**src/rtl/uart_tx_pkg.sv**
```systemverilog
package uart_tx_pkg;
  typedef enum logic [1:0] {
    KIND_FILL  = 2'd0,
    KIND_WORD  = 2'd1,
    KIND_BREAK = 2'd2
  } frame_kind_e;
endpackage

```
**src/rtl/uart_tx_holdreg.sv**
```systemverilog
module uart_tx_holdreg #(
  parameter int DW = 9
) (
  input  logic          clk,
  input  logic          rst,
  input  logic          wr_en,
  input  logic [DW-1:0] wr_data,
  input  logic          take,
  output logic [DW-1:0] held,
  output logic          empty
);
  always_ff @(posedge clk) begin
    if (rst) begin
      held  <= '0;
      empty <= 1'b1;
    end else if (take) begin
      empty <= 1'b1;
    end else if (wr_en && empty) begin
      held  <= wr_data;
      empty <= 1'b0;
    end
  end
endmodule

```
**src/rtl/uart_tx_framegen.sv**
```systemverilog
module uart_tx_framegen
  import uart_tx_pkg::*;
#(
  parameter int DW = 9,
  parameter int FW = DW + 3,
  parameter int CW = $clog2(FW + 1)
) (
  input  frame_kind_e   kind,
  input  logic          cfg_nine,
  input  logic          cfg_two_stop,
  input  logic [DW-1:0] word,
  output logic [FW-1:0] frame,
  output logic [CW-1:0] len
);
  logic [FW-1:0] word_ext;
  int            nbits;
  int            nstop;

  assign word_ext = FW'({word, 1'b0});
  assign nbits    = cfg_nine ? DW : DW - 1;
  assign nstop    = cfg_two_stop ? 2 : 1;

  always_comb begin
    frame = '1;
    for (int i = 0; i < FW; i++) begin
      case (kind)
        KIND_WORD:  frame[i] = (i <= nbits) ? word_ext[i] : 1'b1;
        KIND_BREAK: frame[i] = (i <= nbits + 1) ? 1'b0 : 1'b1;
        default:    frame[i] = 1'b1;
      endcase
    end
  end

  always_comb begin
    if (kind == KIND_BREAK) len = CW'(nbits + 3);
    else                    len = CW'(1 + nbits + nstop);
  end
endmodule

```
**src/rtl/uart_tx_shifter.sv**
```systemverilog
module uart_tx_shifter #(
  parameter int FW = 12,
  parameter int CW = $clog2(FW + 1)
) (
  input  logic          clk,
  input  logic          rst,
  input  logic          tick,
  input  logic          load,
  input  logic [FW-1:0] frame_in,
  input  logic [CW-1:0] len_in,
  output logic          line,
  output logic          busy,
  output logic          ending
);
  logic [FW-1:0] sh;
  logic [CW-1:0] left;

  assign ending = tick && busy && (left == CW'(1));

  always_ff @(posedge clk) begin
    if (rst) begin
      sh   <= '1;
      left <= '0;
      busy <= 1'b0;
      line <= 1'b1;
    end else if (tick) begin
      if (load) begin
        sh   <= frame_in;
        left <= len_in;
        busy <= 1'b1;
        line <= frame_in[0];
      end else if (busy) begin
        if (left == CW'(1)) begin
          busy <= 1'b0;
          line <= 1'b1;
        end else begin
          sh   <= {1'b1, sh[FW-1:1]};
          left <= left - CW'(1);
          line <= sh[1];
        end
      end
    end
  end
endmodule

```
**src/rtl/uart_tx_ctrl.sv**
```systemverilog
module uart_tx_ctrl
  import uart_tx_pkg::*;
(
  input  logic        clk,
  input  logic        rst,
  input  logic        tick,
  input  logic        tx_en,
  input  logic        brk_req,
  input  logic        tc_clr,
  input  logic        buf_empty,
  input  logic        busy,
  input  logic        ending,
  output logic        load,
  output frame_kind_e kind,
  output logic        take,
  output logic        tx_done,
  output logic        brk_pend
);
  logic        en_q;
  logic        fill_owed;
  frame_kind_e cur_kind;
  logic        brk_avail;
  logic        slot_free;

  assign brk_avail = brk_pend && !(ending && cur_kind == KIND_BREAK);
  assign slot_free = tick && en_q && (!busy || ending);

  always_comb begin
    if (fill_owed)      kind = KIND_FILL;
    else if (brk_avail) kind = KIND_BREAK;
    else                kind = KIND_WORD;
  end

  assign load = slot_free && (fill_owed || brk_avail || !buf_empty);
  assign take = load && (kind == KIND_WORD);

  always_ff @(posedge clk) begin
    if (rst) begin
      en_q      <= 1'b0;
      fill_owed <= 1'b0;
      cur_kind  <= KIND_FILL;
      brk_pend  <= 1'b0;
      tx_done   <= 1'b1;
    end else begin
      en_q <= tx_en;
      if (tx_en && !en_q)                  fill_owed <= 1'b1;
      else if (load && kind == KIND_FILL)  fill_owed <= 1'b0;
      if (load) cur_kind <= kind;
      if (ending && cur_kind == KIND_BREAK) brk_pend <= 1'b0;
      else if (brk_req)                     brk_pend <= 1'b1;
      if (ending && !load) tx_done <= 1'b1;
      else if (tc_clr)     tx_done <= 1'b0;
    end
  end
endmodule

```
**src/rtl/uart_tx_core.sv**
```systemverilog
module uart_tx_core
  import uart_tx_pkg::*;
#(
  parameter int DATA_MAX = 9
) (
  input  logic                clk,
  input  logic                rst,
  input  logic                baud_tick,
  input  logic                tx_en,
  input  logic                cfg_nine,
  input  logic                cfg_two_stop,
  input  logic                wr_en,
  input  logic [DATA_MAX-1:0] wr_data,
  input  logic                brk_req,
  input  logic                tc_clr,
  output logic                tx_line,
  output logic                buf_empty,
  output logic                tx_done,
  output logic                brk_pend
);
  localparam int FW = DATA_MAX + 3;
  localparam int CW = $clog2(FW + 1);

  logic [DATA_MAX-1:0] held;
  logic                take;
  logic                load;
  logic                busy;
  logic                ending;
  frame_kind_e         kind;
  logic [FW-1:0]       frame;
  logic [CW-1:0]       len;

  uart_tx_holdreg #(.DW(DATA_MAX)) u_hold (
    .clk(clk), .rst(rst), .wr_en(wr_en), .wr_data(wr_data),
    .take(take), .held(held), .empty(buf_empty)
  );

  uart_tx_framegen #(.DW(DATA_MAX), .FW(FW), .CW(CW)) u_gen (
    .kind(kind), .cfg_nine(cfg_nine), .cfg_two_stop(cfg_two_stop),
    .word(held), .frame(frame), .len(len)
  );

  uart_tx_shifter #(.FW(FW), .CW(CW)) u_shift (
    .clk(clk), .rst(rst), .tick(baud_tick), .load(load),
    .frame_in(frame), .len_in(len), .line(tx_line),
    .busy(busy), .ending(ending)
  );

  uart_tx_ctrl u_ctrl (
    .clk(clk), .rst(rst), .tick(baud_tick), .tx_en(tx_en),
    .brk_req(brk_req), .tc_clr(tc_clr), .buf_empty(buf_empty),
    .busy(busy), .ending(ending), .load(load), .kind(kind),
    .take(take), .tx_done(tx_done), .brk_pend(brk_pend)
  );
endmodule

```
**config.mk**
```make
export PLATFORM = sky130hd
export DESIGN_NAME = uart_tx_core
export DESIGN_NICKNAME = d
export VERILOG_FILES = /design/src/rtl/uart_tx_pkg.sv /design/src/rtl/uart_tx_holdreg.sv /design/src/rtl/uart_tx_framegen.sv /design/src/rtl/uart_tx_shifter.sv /design/src/rtl/uart_tx_ctrl.sv /design/src/rtl/uart_tx_core.sv
export SDC_FILE = /design/constraint.sdc
export NUM_CORES = 1
export LEC_CHECK = 0
export BUFFER_PORTS_ARGS = -buffer_cell sky130_fd_sc_hd__buf_2
export CORE_MARGIN = 2
export CORE_UTILIZATION = 55
export CTS_CLUSTER_SIZE = 30
export DETAILED_ROUTE_END_ITERATION = 10
export PLACE_DENSITY = 0.73
export SLEW_MARGIN = 40
export SYNTH_ARGS = -nofsm -noshare
export SYNTH_HDL_FRONTEND = slang
export SYNTH_SLANG_ARGS = --single-unit
```
**constraint.sdc**
```tcl
create_clock -name clk -period 5.85 [get_ports clk]
set_clock_uncertainty 0.15 [all_clocks]
set_input_delay 1.17 -clock clk [delete_from_list [all_inputs] [get_ports clk]]
set_output_delay 1.17 -clock clk [all_outputs]
set_load 0.02 [all_outputs]
```
==> impl_results.md, run 1 <==
* Outcome: completed
* Die Y at approximately 59 µm
* Hold-fix buffers, CTS at 0
* Num CTS Buffers at 5
* Measured slew at the worst slew-check pin at 0.663 ns
* Initial core utilization at 58.8%
* Synth top area share at 39.2%
* DRT Wirelength at 3230 µm
* Vias in the first global route at 1,207
* Pin count of the biggest net entering global routing at 30
* Pwr dens at 256 nW/µm²
* Worst Path Max Fanout at 27
* DR iter-0 viols at 42
* Worst hold path startpoint: u_hold.held[7]$_SDFFE_PP0P_
* Synthesized Nets at between 150 and 200
* WP depth at 6
* Synth warn at 0
* Clock sink count at 32
* Pins Over Slew Limit at 0
* Crit path time final at 2.84 ns
* Max frequency at 351 MHz
* ANT cells at 0
* Initial antenna violation count at 0
* Via count at 1,312
* Gr ovfl total at 0
* CP Launch Point: baud_tick
* Synth top area cells: dfxtp_1 39%, a21oi_1 7.0%, o31ai_2 6.1%
* Filler Cells Inserted at 252
* Synth async-reset ratio at 0%
* Layout Area Growth over Synthesis at 6.96%
* Mapped Cells at 177
* Worst Setup End Kind: register
* Worst setup SP type: primary input
* Final hold viol count at 0
* Worst r2r src: u_shift.left[0]$_SDFFE_PP0P_
* Seq. cell area at 641 µm²
* Peak supply drop at 0.000223 V
* Worst Reg-to-Reg Cells at 6
* Via-per-instance ratio at a little under 6
* CP Class: primary input to register
* Drt pass-1 iters at 4
* Sequential share of the synthesized area at between 30% and 40%
* Yosys cell types at 41
* Multi-input gate area at 883 µm²
* GRT Util Overall at 20.9%
* Sum Neg Setup Slack at 0 ns
* Yosys reg bits at 32
* Fin nets at 215
* Syn Area/Cell at 9.24 µm²
* RSZ-0062 raised after global routing: false
* Period utilization at between 40% and 50%
* Root buffer cell: clkbuf_4
* Fin area at 1750 µm²
* Die width at 58.5 µm
* Synth Flop Type: dfxtp_1
* Cell Chain, Critical Path: buf_2, nand4b_1, o21ai_4, a311o_2, o21ai_0, a31oi_1
* TritonCTS clock tree: yes
* Placed Area at 1690 µm²
* Post-synth EDFFs at 0
* Worst hold path stage count at 2
* Arr. time, crit path at 2.96 ns
* I/O Buffers at 21
* CP delay by family, top: compound AO/OA/AOI/OAI gates
* CP peak stage delay at 0.63 ns
* Post-cts sizing count at 0
* # IOs at 22
* Critical path's slowest cell: a311o_2
* CTS Buffer Depth at 2
* Hold WC Path Type: register to register
* GP Congestion at 0.807
* Crit path required time at 5.97 ns
* Synth area leader: dfxtp_1
* Synthesized area at 1640 µm²
* Leak at 0.654 nW
* Hpwl dp at ~2200 µm
* Slew margin rel. at 55.7%
* Number of setup buffers added after CTS at 0
* DRC at 0
* Max-Cap Viols at 0
* Core area at 2780 µm²
* Bufs and invs on worst path at 1
* Avg WL per Cell at about 14 µm
* Clock-pin slew on the worst setup and hold paths at roughly 0.10 ns
* Rows at 19
* Share of layout cells above drive strength 1 at about a quarter
* First-pass GRT wire length at ~5300 µm
* Depth of the CTS H-tree at 2
* DIE AREA at between 3000 and 4000 µm²
* Antenna Nets Post-Route at 0
* Latest clock arrival within the worst-skew pair at 0.33 ns
* Post-layout util at between 60 and 70%
* Final setup violating endpoints at 0
## layer usage
metal  track usage, %  wire [µm]  share of wire (%)
met5                0          0                  0
met3             6.81        171                5.3
met4             9.63         39                1.2
met2             35.0       1590                 49
met1             24.1       1430                 44
## report_power, final
part / switching, W / leakage (nW) / internal, W
clock: 0.0000738 / 0.0326 / 0.0000593
combinational: 0.0000409 / 0.359 / 0.0000299
sequential: 0.0000125 / 0.263 / 0.000232
total: 0.000127 / 0.654 / 0.000321
## stage by stage
| stage | worst slack (ns) | power [W] | std cells | hold slack (ns) |
|---|---|---|---|---|
| floorplan | 3.25 | 0.000305 | 177 | 0.283 |
| finish | 3.01 | 0.000448 | 225 | 0.321 |
| global placement | 2.37 | 0.000316 | 217 | 0.299 |
| global route | 2.83 | 0.000474 | 225 | 0.343 |
| detailed placement | 2.69 | 0.000320 | 217 | 0.308 |
| CTS | 3.05 | 0.000451 | 225 | 0.321 |
## registers in the layout, summed over array words and instances, names as in the netlist
| signal | cells |
|---|---|
| u_shift.busy | 1 |
| u_shift.left | 4 |
| u_ctrl.cur_kind | 2 |
| u_ctrl.fill_owed | 1 |
| u_ctrl.tx_done | 1 |
| u_hold.held | 9 |
| u_shift.line | 1 |
| u_shift.sh | 10 |
| u_ctrl.brk_pend | 1 |
| u_ctrl.en_q | 1 |
| u_hold.empty | 1 |
## worst min-delay path, delay by kind of cell, from the launching register on
family           cells  cell delay, ns
flip-flops           1            0.32
AND/OR/NAND/NOR      1            0.06
AO/OA/AOI/OAI        1            0.05
## path summary, 6_finish.rpt
path | to | slack (ns)
worst max-delay path | u_shift.left[3]$_SDFFE_PP0P_ | 3.01
worst min-delay path | u_hold.held[7]$_SDFFE_PP0P_ | 0.32
worst max register to register | u_shift.left[3]$_SDFFE_PP0P_ | 3.04
worst min register to register | u_hold.held[7]$_SDFFE_PP0P_ | 0.32
## cells in the mapped netlist (all sizes together) (2+ instances only)
master   instances
a211oi           9
a21o             2
a21oi           25
a2bb2oi          2
buf              7
clkbuf           5
dfxtp           32
ha               4
inv              6
mux2i            4
nand2           23
nand2b           2
nor2            15
nor2b            6
nor3             2
nor3b            2
o21ai            6
o311ai           2
o31ai            9
or3              3
## placed cells by master, fill, tap and decap left out, types with 3 or more instances in the layout
cell / Yosys / routed
o31ai_2: 8 / 8
clkbuf_4: 0 / 5
dfxtp_1: 32 / 32
nor2_1: 15 / 15
a211oi_1: 4 / 4
ha_1: 4 / 4
nand2_1: 23 / 23
a21oi_1: 23 / 23
mux2i_1: 4 / 4
inv_1: 6 / 6
a211oi_2: 5 / 5
buf_2: 0 / 21
nor2b_1: 6 / 6
or3_1: 3 / 3
o21ai_0: 3 / 3
## cell families (layout without fill, tap and decap cells)
family | count (synthesis) | after routing | synth area share [%]
AO/OA/AOI/OAI | 63 | 63 | 32.2
adder cells (fa/ha/maj) | 4 | 4 | 3.06
AND/OR/NAND/NOR | 56 | 56 | 16.2
multiplexers | 4 | 4 | 2.45
flip-flops | 32 | 32 | 39.2
buffers and inverters | 18 | 35 | 6.89
## final cells by class
class                           count  share of cell area [%]
Sequential cell                    32                    36.6
Clock buffer                        8                    3.36
Inverter                            6                    1.29
Multi-Input combinational cell    127                    50.5
Timing Repair Buffer               21                    6.01
Tap cell                           31                    2.22
Power figures use the tool's default switching activity.
==> inputs of run 2 (changes only) <==
--- a/config.mk
+++ b/config.mk
@@ -7,10 +7,10 @@
 export LEC_CHECK = 0
 export BUFFER_PORTS_ARGS = -buffer_cell sky130_fd_sc_hd__buf_2
 export CORE_MARGIN = 2
-export CORE_UTILIZATION = 55
+export CORE_UTILIZATION = 51
 export CTS_CLUSTER_SIZE = 30
 export DETAILED_ROUTE_END_ITERATION = 10
-export PLACE_DENSITY = 0.73
+export PLACE_DENSITY = 0.71
 export SLEW_MARGIN = 40
 export SYNTH_ARGS = -nofsm -noshare
 export SYNTH_HDL_FRONTEND = slang
==> constraint.sdc (replaced) <==
create_clock -name clk -period 2.35 [get_ports clk]
set_clock_uncertainty 0.15 [all_clocks]
set_input_delay 0.47 -clock clk [delete_from_list [all_inputs] [get_ports clk]]
set_output_delay 0.47 -clock clk [all_outputs]
set_load 0.02 [all_outputs]
==> run 2 against run 1 <==
Net effect:
- global-route usage is 0.26 points higher
- power grew to 2.7 times the previous value
- flip-flop and latch count stayed put
- largest cell class unchanged
- worst hold slack got worse by 0.12 ns
- register-to-register slack lost 3.0 ns
- first-iteration DRC count up 81%
- largest power group unchanged
- utilization about the same
- sequential power increased by 150%
- non-clock buffer count increased by 12
- sequential share of layout area decreased by 3.2 points
- worst setup slack worse by 2.9 ns
- cell count increased by 12%
==> impl_results.md, run 2 (synthesis gave the netlist of run 1 again) <==
* Clock-pin slew on the worst setup and hold paths at 0.09 ns (about the same)
* Switch share at 26.9% (-1.5 points)
* Die Y at 60.6 µm (+3.6%)
* Combinational fraction of design power at 17.4% (+1.6 points)
* Max frequency at between 400 and 500 MHz
* Measured slew at the worst slew-check pin at 0.520 ns (-0.143 ns)
* Largest Register: u_shift.sh
* Final hold viol count at 0 (unchanged)
* CP endpoint: u_shift.left[2]$_SDFFE_PP0P_
* Most frequent cells in the layout: 32 x dfxtp_1, 23 x nand2_1, 23 x a21oi_1
* # IOs at 22 (unchanged)
* I/O Buffers at 21 (unchanged)
* Leak at 0.734 nW (+12%)
* Worst Setup End Kind: register
* Most common cell after layout, fill and taps aside: dfxtp_1
* Max-Cap Viols at 0 (unchanged)
* Core area at 3050 µm² (+9.8%)
* Depth of the CTS H-tree at 2 (unchanged)
* Via count at 1,389 (+5.9%)
* CTS Buffer Depth at 2 (unchanged)
* Max reg flops at 10 (unchanged)
* Largest regs: u_shift.sh (10), u_hold.held (9), u_shift.left (4)
* Crit path required time at 2.43 ns (-3.54 ns)
* Final setup violating endpoints at 0 (unchanged)
* Avg WL per Cell at 13.9 µm (-3.3%)
* Sum Neg Setup Slack at 0 ns (unchanged)
* WHS at 0.206 ns (-0.115 ns)
* Slew margin rel. at 65.3% (+9.6 points)
* Placed cell count at 238 (+9.7%)
* DR iter-0 viols at 76 (+81%)
* R2r setup slk at 0.08 ns (-2.96 ns)
* Rows at 20 (+1)
* GRT Util Overall at 21.2% (+0.26 points)
* Pins Over Slew Limit at 0 (unchanged)
* Worst r2r src: u_shift.left[1]$_SDFFE_PP0P_
* Pin count of the biggest net entering global routing at 30 (unchanged)
* Hold WC Path Type: primary input to register
* GP Congestion at 0.850 (+5.4%)
* Vias in the first global route at 1,269 (+5.1%)
* DRT Wirelength at 3490 µm (+7.9%)
* Initial core utilization at 53.6% (-5.2 points)
* Drt pass-1 iters at 4 (unchanged)
* Worst Reg-to-Reg Cells at 8 (+2)
* CP Class: register to register
* Root buffer cell: clkbuf_4
* Latest clock arrival within the worst-skew pair at 0.33 ns (about the same)
* Arr. time, crit path at 2.35 ns (-0.61 ns)
* Gr ovfl total at 0 (unchanged)
* DRC at 0 (unchanged)
* DIE AREA at 3680 µm² (+7.3%)
* Switching power total at 0.000330 W (+160%)
* ANT cells at 0 (unchanged)
* Fin nets at 228 (+6.0%)
* Worst hold path startpoint: tx_en
* Num CTS Buffers at 5 (unchanged)
* Share of layout cells above drive strength 1 at 30.9% (+5.7 points)
* Seq pwr share at 49.1% (-5.4 points)
* Crit path time final at 2.27 ns
* Clock Power Share at 33.5% (+3.8 points)
* Clock sink count at 32 (unchanged)
* Hpwl dp at 2390 µm (+6.9%)
* TritonCTS clock tree: yes
* Total power at 0.00123 W (+170%)
* Hold-fix buffers, CTS at 0 (unchanged)
* Initial antenna violation count at 0 (unchanged)
* Internal power at 0.000895 W (+180%)
* Antenna Nets Post-Route at 0 (unchanged)
* Peak supply drop at 0.000369 V (+66%)
* Worst setup SP type: register
* Filler Cells Inserted at 285 (+13%)
* Die width at 60.6 µm (+3.6%)
* Period utilization at a little over nine tenths
* First-pass GRT wire length at 5660 µm (+6.9%)
* Worst Path Max Fanout at 8 (-70%)
* Outcome: completed
* Worst r2r dst: u_shift.left[2]$_SDFFE_PP0P_
* Layout Area Growth over Synthesis at 17.4%
* Pwr dens at 638 nW/µm² (+150%)
* Via-per-instance ratio at 5.53 (-5.1%)
* CP Launch Point: u_shift.left[1]$_SDFFE_PP0P_
* Fin cells at 251 (+12%)
-- run 2: area by class of cell --
| cell class | instances | area (µm²) | share of cell area, % |
|---|---|---|---|
| multi-input combinational | 128 | 896 | 46.7 |
| sequential | 32 | 641 | 33.4 |
| timing repair buffer | 33 | 229 | 11.9 |
| tap | 44 | 55.1 | 2.87 |
| clock buffer | 6 | 41.3 | 2.15 |
| clock inverter | 2 | 35.0 | 1.83 |
| inverter | 6 | 22.5 | 1.17 |
-- run 2: metal layers --
metal	track usage, %	routed length, µm
met5	0	0
met4	9.32	80
met3	7.25	177
met2	34.4	1770
met1	25.4	1450
-- run 2: stage by stage --
stage | util [%] | setup WS, ns | area (µm²)
detailed placement | 58.2 | -0.0229 | 1780
floorplan | - | 0.228 | 1640
finish | 62.9 | 0.0796 | 1920
global route | 62.9 | -0.00702 | 1920
global placement | 58.2 | 0.0852 | 1780
CTS | 60.8 | 0.0232 | 1860
-- run 2: worst min-delay path by stage --
| stage | slack [ns] | endpoint | cells past startpoint |
|---|---|---|---|
| floorplan | 0.28 | u_hold.held[8]$_SDFFE_PP0P_ | 2 |
| global placement | 0.30 | u_hold.held[1]$_SDFFE_PP0P_ | 2 |
| detailed placement | 0.30 | u_hold.held[2]$_SDFFE_PP0P_ | 2 |
| CTS | 0.20 | u_hold.held[2]$_SDFFE_PP0P_ | 3 |
| global route | 0.19 | u_hold.held[6]$_SDFFE_PP0P_ | 3 |
| finish | 0.21 | u_ctrl.en_q$_SDFF_PP0_ | 2 |
-- run 2: critical path, cell delays in order (launching register included) --
cell and delay [ns]:
dfxtp_1 0.32, inv_1 0.10, ha_2 0.19, or3b_4 0.44, a21o_4 0.26, a21oi_4 0.26, buf_4 0.17, mux2i_1 0.07
a32o_1 0.21
-- run 2: what timing repair did --
item	CTS	global route
hold endpoints to repair	0	0
cloned	0	2
pin swaps	0	3
endpoints found under the setup margin	3	12
resized for setup	1	2
setup buffers	0	3
-- run 2: power groups by stage --
stage                     Combinational (W)  Clock, W  Sequential [W]
after floorplan                    0.000145         0        0.000615
after detailed placement           0.000200         0        0.000613
after CTS                          0.000204  0.000420        0.000601
after global routing               0.000238  0.000450        0.000606
final                              0.000214  0.000410        0.000602
after global placement             0.000193         0        0.000611
==> inputs of run 3 (changes only) <==
--- a/config.mk
+++ b/config.mk
@@ -11,6 +11,7 @@
 export CTS_CLUSTER_SIZE = 30
 export DETAILED_ROUTE_END_ITERATION = 10
 export PLACE_DENSITY = 0.71
+export RECOVER_POWER = 50
 export SLEW_MARGIN = 40
 export SYNTH_ARGS = -nofsm -noshare
 export SYNTH_HDL_FRONTEND = slang
==> run 3 against run 2 <==
Net effect:
- wire length rose by 0.72%
- sequential share of layout area rose by 0.11 points
- global-route usage did not move
- fmax fell by 0.13%
- power barely moved
- critical path depth did not move
- flip-flop and latch count did not move
- worst setup slack got worse by 0.0029 ns
- critical path type unchanged
- largest cell class unchanged
- largest power group unchanged
- highest routed layer unchanged
==> impl_results.md, run 3 (synthesis gave the netlist of run 1 again) <==
* Final worst slack at 0.0767 ns (-0.00295 ns)
* Switch share at 27.0% (+0.083 points)
* CP Class: register to register
* Cell Chain, Critical Path: inv_1, ha_2, or3b_4, a21o_4, a21oi_4, buf_4, mux2i_1, a32o_1
* Share of layout cells above drive strength 1 at 28.5% (-2.4 points)
* Drt pass-1 iters at 4 (unchanged)
* Depth of the CTS H-tree at 2 (unchanged)
* Fin nets at 228 (unchanged)
* Pin count of the biggest net entering global routing at 30 (unchanged)
* Arr. time, crit path at 2.36 ns (about the same)
* Largest regs: u_shift.sh (10), u_hold.held (9), u_shift.left (4)
* DRC at 0 (unchanged)
* I/O Buffers at 21 (unchanged)
* Hold WC Path Type: primary input to register
* Outcome: completed
* Root buffer cell: clkbuf_4
* Pwr dens at 640 nW/µm² (+0.30%)
* Met1 WL at 1520 µm (+4.3%)
* Peak supply drop at 0.000368 V (-0.29%)
* Max-Cap Viols at 0 (unchanged)
* Top routing layer in use: met4
* Hold-fix buffers, CTS at 0 (unchanged)
* # IOs at 22 (unchanged)
* Via count at 1,399 (+0.72%)
* ANT cells at 0 (unchanged)
* Worst setup SP type: register
* Placed Area at 1780 µm² (unchanged)
* Antenna Nets Post-Route at 0 (unchanged)
* Initial antenna violation count at 0 (unchanged)
* Measured slew at the worst slew-check pin at 1.28 ns (+0.759 ns)
* Met2 wire len at 1750 µm (-1.4%)
* Filler Cells Inserted at 286 (+0.35%)
* Critical path's slowest cell: or3b_4
* WL met3 at 165 µm (-6.8%)
* Initial core utilization at 53.6% (unchanged)
* Rows at 20 (unchanged)
* Layout Area Growth over Synthesis at 17.0%
* Die Y at 60.6 µm (unchanged)
* Max reg flops at 10 (unchanged)
* Combinational fraction of design power at 17.4% (about the same)
* Largest Register: u_shift.sh
* Post-layout util at 62.7% (-0.21 points)
* Period utilization at 96.7% (+0.13 points)
* Clock Power Share at 33.4% (about the same)
* Core area at 3050 µm² (unchanged)
* DRT Wirelength at 3510 µm (+0.72%)
* CTS Buffer Depth at 2 (unchanged)
* Final setup violating endpoints at 0 (unchanged)
* Avg WL per Cell at 14.0 µm (+0.72%)
* DR iter-0 viols at 86 (+13%)
* First-pass GRT wire length at 5660 µm (unchanged)
* Slew margin rel. at 14.7% (-51 points)
* Leak at 0.722 nW (-1.6%)
* Most frequent cells in the layout: 32 x dfxtp_1, 23 x nand2_1, 23 x a21oi_1
* Fin area at 1910 µm² (-0.33%)
* Die width at 60.6 µm (unchanged)
* GRT Util Overall at 21.2% (unchanged)
* Pins Over Slew Limit at 0 (unchanged)
* Switching power total at 0.000331 W (+0.28%)
* Final hold viol count at 0 (unchanged)
* Num CTS Buffers at 5 (unchanged)
* DIE AREA at 3680 µm² (unchanged)
* Hpwl dp at 2390 µm (unchanged)
* Most common cell after layout, fill and taps aside: dfxtp_1
* Max frequency at 440 MHz (-0.13%)
* TritonCTS clock tree: yes
* Worst Setup End Kind: register
* Clock sink count at 32 (unchanged)
* Gr ovfl total at 0 (unchanged)
* Placement Setup Slack at -0.0229 ns (unchanged)
* Vias in the first global route at 1,269 (unchanged)
* Latest clock arrival within the worst-skew pair at 0.33 ns (about the same)
* GP Congestion at 0.850 (unchanged)
* Crit path required time at 2.44 ns (about the same)
* Via-per-instance ratio at 5.57 (+0.72%)
* Seq pwr share at 49.1% (about the same)
* Clock-pin slew on the worst setup and hold paths at 0.09 ns (about the same)
* CP peak stage delay at 0.44 ns (about the same)
* Worst Path Max Fanout at 8 (unchanged)
* Internal power at 0.000894 W (-0.14%)
* Crit path time final at 2.27 ns (+0.00295 ns)
## run 3: changes by cell type in the layout (fill, tap and decap cells not counted), sizes merged
| cell | before | now |
|---|---|---|
| clkbuf | 7 | 12 |
| buf | 32 | 27 |
## run 3: layout make-up
cell class,count,area (µm²),share of cell area [%]
clock buffer,6,41.3,2.16
sequential,32,641,33.5
tap,44,55.1,2.88
multi-input combinational,128,896,46.8
clock inverter,2,35.0,1.83
timing repair buffer,33,223,11.6
inverter,6,22.5,1.18
## run 3: worst max-delay path: cells and delay by family, from the launching register on
kind,cells,cell delay (ns)
adder cells (fa/ha/maj),1,0.19
AND/OR/NAND/NOR,1,0.44
flip-flops,1,0.32
multiplexers,1,0.07
AO/OA/AOI/OAI,3,0.73
buffers and inverters,2,0.27
## run 3: stage by stage
stage                     std cells  setup TNS, ns  hold slack (ns)  power, W
after floorplan                 177              0            0.283  0.000760
after global placement          238              0            0.297  0.000805
after global routing            251        -0.0335            0.189   0.00129
after detailed placement        238        -0.0229            0.299  0.000814
final                           251              0            0.205   0.00122
after CTS                       246              0            0.199   0.00122
## run 3: final timing paths
kind | start | endpoint | slack (ns) | cells after the start
max | u_shift.left[1]$_SDFFE_PP0P_ | u_shift.left[2]$_SDFFE_PP0P_ | 0.08 | 8
min | tx_en | u_ctrl.en_q$_SDFF_PP0_ | 0.21 | 2
max reg2reg | u_shift.left[1]$_SDFFE_PP0P_ | u_shift.left[2]$_SDFFE_PP0P_ | 0.08 | 8
min reg2reg | u_hold.held[2]$_SDFFE_PP0P_ | u_hold.held[2]$_SDFFE_PP0P_ | 0.31 | 2
## run 3: metal layers
layer  vias up  GRT usage (%)
met2        46           34.4
li1        691              -
met1       651           25.4
met4         0           9.32
met5         -              0
met3        11           7.25
## run 3: repair_timing
action	in CTS	in global routing
buffers inserted	0	3
setup endpoints to repair	3	12
resized for setup	1	2
pin swaps	0	3
cloned	0	2
## run 3: power groups by stage
| stage | Clock [W] | Sequential, W | Combinational [W] |
|---|---|---|---|
| finish | 0.000410 | 0.000602 | 0.000213 |
| global route | 0.000450 | 0.000606 | 0.000237 |
| CTS | 0.000420 | 0.000601 | 0.000204 |
| detailed placement | 0 | 0.000613 | 0.000200 |
| global placement | 0 | 0.000611 | 0.000193 |
| floorplan | 0 | 0.000615 | 0.000145 |
